--- src/rtl/mapper_reset_ctl.sv ---
module mapper_reset_ctl #(
  parameter int NPORT      = 4,
  parameter int AW         = 8,
  parameter int DW         = 8,
  parameter int CLK_MHZ    = 100,
  parameter int MIN_RST_NS = 150
) (
  input  logic             clk,
  input  logic             rst_pin_n,
  input  logic             wr_en,
  input  logic [AW-1:0]    wr_addr,
  input  logic [DW-1:0]    wr_data,
  input  logic [NPORT-1:0] ptr_valid_a,
  input  logic [NPORT-1:0] ptr_valid_b,
  output logic [1:0]       addbus_hiz,
  output logic [NPORT-1:0] line_hiz,
  output logic [1:0]       ind_en,
  output logic [1:0]       add_en,
  output logic [NPORT-1:0] cnt_clr,
  output logic [NPORT-1:0] fifo_recenter,
  output logic [NPORT-1:0] port_alm_clr,
  output logic [1:0]       bus_alm_clr,
  output logic [NPORT-1:0] lop_alarm_a,
  output logic [NPORT-1:0] lop_alarm_b
);
  localparam int MIN_CYC = (MIN_RST_NS * CLK_MHZ + 999) / 1000;
  localparam int CW      = $clog2(MIN_CYC + 1);
  localparam logic [CW-1:0] HOLD_DONE = CW'(MIN_CYC);
  localparam logic [AW-1:0] A_BUS  = AW'('h10);
  localparam logic [AW-1:0] A_LINE = AW'('h11);
  localparam logic [AW-1:0] A_FULL = AW'('h15);
  localparam logic [AW-1:0] A_PORT = AW'('h16);
  localparam logic [AW-1:0] A_BALM = AW'('h17);
  localparam int FULL_BIT = 7;
  localparam int CRST_LSB = DW / 2;

  logic [1:0]       sync_q;
  logic [CW-1:0]    hold_q;
  logic             fr, wr_ok, sw_full;
  logic [NPORT-1:0] prst_cmd, crst_cmd, prst_q, crst_q, lhz_q, la_q, lb_q;
  logic [1:0]       bclr_cmd, bclr_q, ahz_q, ind_q, add_q;

  assign fr       = (hold_q != HOLD_DONE);
  assign wr_ok    = wr_en & ~fr;
  assign sw_full  = wr_ok & (wr_addr == A_FULL) & wr_data[FULL_BIT];
  assign prst_cmd = (wr_ok && wr_addr == A_PORT) ? wr_data[NPORT-1:0] : '0;
  assign crst_cmd = (wr_ok && wr_addr == A_PORT) ? wr_data[CRST_LSB +: NPORT] : '0;
  assign bclr_cmd = (wr_ok && wr_addr == A_BALM) ? wr_data[1:0] : '0;

  always_ff @(posedge clk or negedge rst_pin_n)
    if (!rst_pin_n) sync_q <= '0;
    else            sync_q <= {sync_q[0], 1'b1};

  always_ff @(posedge clk or negedge rst_pin_n)
    if (!rst_pin_n)            hold_q <= '0;
    else if (sw_full)          hold_q <= '0;
    else if (sync_q[1] && fr)  hold_q <= hold_q + 1'b1;

  always_ff @(posedge clk or negedge rst_pin_n)
    if (!rst_pin_n) begin
      ahz_q <= 2'b11; lhz_q <= '1; ind_q <= '0; add_q <= '0;
    end else if (fr) begin
      ahz_q <= 2'b11; lhz_q <= '1; ind_q <= '0; add_q <= '0;
    end else begin
      if (wr_ok && wr_addr == A_BUS) {add_q, ind_q, ahz_q} <= wr_data[5:0];
      if (wr_ok && wr_addr == A_LINE) lhz_q <= wr_data[NPORT-1:0];
    end

  always_ff @(posedge clk or negedge rst_pin_n)
    if (!rst_pin_n) begin
      prst_q <= '0; crst_q <= '0; bclr_q <= '0;
    end else begin
      prst_q <= prst_cmd; crst_q <= crst_cmd; bclr_q <= bclr_cmd;
    end

  for (genvar p = 0; p < NPORT; p++) begin : g_lop
    always_ff @(posedge clk or negedge rst_pin_n)
      if (!rst_pin_n) begin
        la_q[p] <= 1'b1; lb_q[p] <= 1'b1;
      end else if (fr || prst_cmd[p]) begin
        la_q[p] <= 1'b1; lb_q[p] <= 1'b1;
      end else begin
        if (ptr_valid_a[p]) la_q[p] <= 1'b0;
        if (ptr_valid_b[p]) lb_q[p] <= 1'b0;
      end
  end

  assign addbus_hiz    = ahz_q | {2{fr}};
  assign line_hiz      = lhz_q | {NPORT{fr}};
  assign ind_en        = ind_q & ~{2{fr}};
  assign add_en        = add_q & ~{2{fr}};
  assign cnt_clr       = prst_q | crst_q | {NPORT{fr}};
  assign fifo_recenter = prst_q | {NPORT{fr}};
  assign port_alm_clr  = prst_q | {NPORT{fr}};
  assign bus_alm_clr   = bclr_q | {2{fr}};
  assign lop_alarm_a   = la_q | {NPORT{fr}};
  assign lop_alarm_b   = lb_q | {NPORT{fr}};
endmodule


--- config.mk ---
export PLATFORM = sky130hd
export DESIGN_NAME = mapper_reset_ctl
export DESIGN_NICKNAME = d
export VERILOG_FILES = /design/src/rtl/mapper_reset_ctl.sv
export SDC_FILE = /design/constraint.sdc
export NUM_CORES = 1
export LEC_CHECK = 0
export BUFFER_PORTS_ARGS = -buffer_cell sky130_fd_sc_hd__buf_2
export CAP_MARGIN = 25
export CORE_ASPECT_RATIO = 0.7
export CORE_MARGIN = 10
export CORE_UTILIZATION = 35
export CTS_CLUSTER_DIAMETER = 200
export DETAILED_ROUTE_END_ITERATION = 16
export PLACE_DENSITY_LB_ADDON = 0.05
export SLEW_MARGIN = 20
export SYNTH_ARGS = -nofsm -noshare
export SYNTH_HDL_FRONTEND = slang
export SYNTH_SLANG_ARGS = --single-unit
--- constraint.sdc ---
create_clock -name clk -period 1.9 [get_ports clk]
set_input_delay 0.19 -clock clk [delete_from_list [all_inputs] [get_ports clk]]
set_output_delay 0.19 -clock clk [all_outputs]
set_load 0.03 [all_outputs]
==> Word-level counts from Yosys, hierarchy flattened <==
Index checks and enable logic that the tools add are counted.
{ "word_totals": {"reg_bits": 34, "inputBits": 27, "out_inout_bits": 32, "elab_cells": 88} }
{ "op_classes": {"n_addsub": 1, "eq_ne": 6, "mux": 29, "bitwise_logic": 15, "reduce_logical": 20} }
{ "op_table": {"columns": ["cell", "count"], "rows": [
  ["8-bit by 5-bit equality test with 1-bit output (second input constant)", 5],
  ["4-bit two-way mux", 6],
  ["4-bit OR", 6],
  ["2-bit nonzero test", 11],
  ["1-bit two-way mux", 16],
  ["2-bit two-way mux", 7],
  ["1-bit logical AND", 5],
  ["4-bit by 1-bit adder with 4-bit output (second input constant)", 1],
  ["2-bit bitwise AND", 2],
  ["1-bit logical OR", 4],
  ["4-bit != test (second input constant)", 1],
  ["2-bit OR", 2],
  ["1-bit bitwise AND", 3],
  ["2-bit NOT", 1],
  ["1-bit NOT", 1]
]} }

==> Logic depth before layout (Yosys ltp) <==
{ "depth": {"ltp_word": 7, "depth_mapped": 6} }

==> Least setup slack after synthesis <==
OpenSTA, ideal clock, no wires.
{ "synth_path": {"path_kind": "reg2out", "startpoint": "reg hold_q[0]", "endpoint": "out port_alm_clr[0]", "arrival_ns": 1.709, "required_time_ns": 1.710, "slack_ns": 0.001, "path_stages_with_launch": 7, "n_path_buf": 3, "cell_sequence": "dfrtp_1 ha_1 and3_1 clkbuf_1 clkbuf_1 nand2b_1 buf_4"} }
{ "synth_between": {"elab_chain_len": 2} }
{ "synth_rtl": {"columns": ["element", "line_no", "source"], "rows": [
  ["start: declaration", "38", "logic [CW-1:0] hold_q;"],
  ["start signal: assignment", "57", "else if (sync_q[1] && fr) hold_q <= hold_q + 1'b1;"],
  ["4-bit != test", "43", "assign fr = (hold_q != HOLD_DONE);"],
  ["4-bit OR", null, null],
  ["end: declaration", "21", "output logic [NPORT-1:0] port_alm_clr,"]
]} }
Every way passes these cells.

==> Final worst setup path <==
{ "layout_path": {"startpoint": "reg hold_q[1]", "endpoint": "out cnt_clr[0]"} }
{ "layout_between": {"elab_chain_len": 2} }
{ "layout_rtl": {"columns": ["element", "line_no", "source"], "rows": [
  ["4-bit != test", "43", null],
  ["4-bit OR", "92", "assign cnt_clr = prst_q | crst_q | {NPORT{fr}};"],
  ["end: declaration", "19", "output logic [NPORT-1:0] cnt_clr,"]
]} }
Every way passes these cells.

==> reports/qor.txt <==
Post-synthesis cell count - 157
Pre-CTS WS - -0.106 ns
Register area share after synthesis - 51.5%
Synth Area in XOR/XNOR - 0%
Syn Nets - 185
Layout Nets - 247
Vias - 1310
# diodes - 0
Vias in the first global route - 1410
Global-route wire length before repair - 6670 um
RSZ-0062 raised after global routing - yes
Leakage power - 0.982 nW
Vias/cell - 4.73
TritonCTS buffer count - 5
Antenna viol nets, final - 0
Area share of the leading cell type in the synthesized netlist - 29.7%
Actual slew at the worst max-slew pin - 0.748 ns
Multiplexer area fraction after synthesis - 5.93%
Status - finished, final reports clean
Final hold vios - 0
Total die area - 0.00804 mm2
Final worst-path cycle share - 95.6%
Max-Cap Viols - 0
Largest family of logic cells by synthesized area - simple AND/OR/NAND/NOR gates
Hold WC Path Type - input pin to flop
Setup ws final - 0.0835 ns
Max Slew Vio Count - 0
H-tree levels - 2
CP Class - flop to output pin
Largest net degree at the start of global routing - 35
Pwr/cell area - 1030 mW/mm2
Port Buffer Count - 58
Root Driver - clkbuf_8
Area leader, netlist - dfrtp_1
CP required - 1.71 ns
Compound-gate portion of the synthesized area - 6.68%
# rows - 21
Worst skew pair latency - 0.28 ns
CTS max path bufs - 2
Final wirelength - 4220 um
Synthesized area - 0.00169 mm2
Post-DR wirelength/cell - 15.2 um
Syn. warnings - 0
Worst vdd ir - 394 uV
Core ar. - 0.00473 mm2
HPWL after DPL - 3190 um
Initial Util - 35.7%
CTS tree - done
Synth Register Bits - 34
Critical Path AT - 1.63 ns
Max Clock Skew - 0.00184 ns
DRT Pass-1 Iters - 4
Total power - 2.22 mW
DIE HEIGHT - 78.1 um
Overflow after GRT - 0
Final setup viols - 0
RePlAce Congestion - 0.704
Initial antenna violation count - 0
CP max FO - 10
Post-Synth Simple-Gate Area - 26.4%
Share of post-route cells with drive strength above 1 - 43.2%
Netlist cell types - 32
Post-layout minimum cycle time - 1.82 ns
All-Layer GR Usage - 10.7%
Relative slew slack - 50.1%
# clock sinks - 34
DRC Markers - 0
CP endpoint kind - output pin
1st-iter DRT viols - 63
Die W - 103 um
Filler Cell Count - 471
Crit start category - flop
Syn avg cell area - 10.7 um2
Synth top area cells - dfrtp_1, dfstp_2, mux2i_1, nand2b_1, a221o_1
Area delta synth->final - 28.3%
Post-synthesis adder-cell area fraction - 0.742%
I/O Pins - 59
Clock-pin slew on the worst setup and hold paths - 0.07 ns
FMAX - 0.550 GHz
==> what timing repair did <==
item | CTS | global route
setup endpoints to repair | 25 | 10
hold endpoints to repair | 20 | 0
gates resized for setup | 3 | 10
pin swaps | 0 | 1
hold buffers | 1 | 0
buffers inserted | 0 | 3
==> registers in the layout, indices dropped and copies added, names as in the netlist <==
signal / cells
ahz_q: 2
prst_q: 4
bclr_q: 2
ind_q: 2
la_q: 4
lhz_q: 4
hold_q: 4
sync_q: 2
lb_q: 4
crst_q: 4
add_q: 2
==> layout by cell type (no fill, tap or decap), types with 2 or more instances in the layout <==
master	instances
or3_1	5
and2_1	10
clkbuf_4	2
o21ai_0	2
inv_1	21
dfstp_2	14
nand2b_1	15
nor2_1	10
a221o_1	8
clkbuf_8	6
mux2i_1	10
nand2_1	8
a21oi_1	2
buf_2	53
nor3_4	3
nor3_1	2
nand3_1	2
buf_4	8
nor4_4	2
dfrtp_1	20
==> kinds of logic after synthesis <==
kind of cell / count (synthesis)
AOI/OAI and AO/OA: 14
adders and majority gates: 1
buffers and inverters: 31
DFF: 34
muxes: 10
other: 1
and+or+nand+nor: 66
==> cell usage after synthesis, drive strengths merged <==
master,number
or4bb,1
nand4,1
or3b,1
or4,1
nor2,10
and3,1
o21ai,3
ha,1
nor4,3
nand4bb,1
or3,5
mux2i,10
nor3,5
clkbuf,2
buf,8
a221o,8
nand3,2
and2,10
nand2,8
a211oi,1
dfstp,14
a21oi,2
dfrtp,20
inv,21
and4,1
conb,1
nand3b,1
nand2b,15
==> final cells by class <==
type | count | area, um2 | area share [%]
flip-flops and latches | 34 | 868 | 40.1
clock inverters | 1 | 5.00 | 0.231
well taps | 57 | 71.3 | 3.30
clock buffers | 7 | 86.3 | 3.99
inverters | 21 | 78.8 | 3.64
repair buffers | 65 | 362 | 16.7
multi-input cells | 92 | 692 | 32.0
==> metal layers <==
layer  wire length (um)  part of all wire [%]  track usage [%]
met5                  0                     0                0
met4                 72                   1.7             4.57
met3                376                   8.9             4.46
met1               1780                    42             12.7
met2               1990                    47             16.6
==> stage by stage <==
stage | hold slack, ns | area, um2 | TNS (ns) | instances | util (%)
after global placement | 0.288 | 2010 | -0.0494 | 265 | 42.4
after CTS | 0.114 | 2110 | 0 | 274 | 44.7
final | 0.124 | 2160 | 0 | 277 | 45.7
after detailed placement | 0.303 | 2010 | -0.531 | 265 | 42.4
after global routing | 0.114 | 2160 | -0.0221 | 277 | 45.7
after floorplan | -0.106 | 1690 | 0 | 157 | -
==> worst paths after layout <==
path                       startpoint    endpoint  slack [ns]  depth (start not counted)
setup / recovery            hold_q[1]  cnt_clr[0]        0.08                          5
hold / removal             wr_data[6]   crst_q[2]        0.12                          2
setup reg to reg            hold_q[1]   crst_q[3]        0.24                          5
hold reg to reg             sync_q[0]   sync_q[1]        0.35                          0
max in group asynchronous   rst_pin_n   crst_q[0]        0.92                          2
min in group asynchronous   rst_pin_n   sync_q[0]        0.50                          2
==> power by group <==
group	leakage [nW]	internal [mW]	switching, mW
Clock	0.0482	0.292	0.253
Combinational	0.523	0.288	0.505
Sequential	0.411	0.819	0.0634
==> critical path: stages, from the launching register on <==
cell and delay [ns]:
dfrtp_1 0.41, ha_4 0.17, nand3_1 0.11, buf_6 0.16, or3_1 0.31, buf_4 0.18
(Power assumes the default switching activity.)
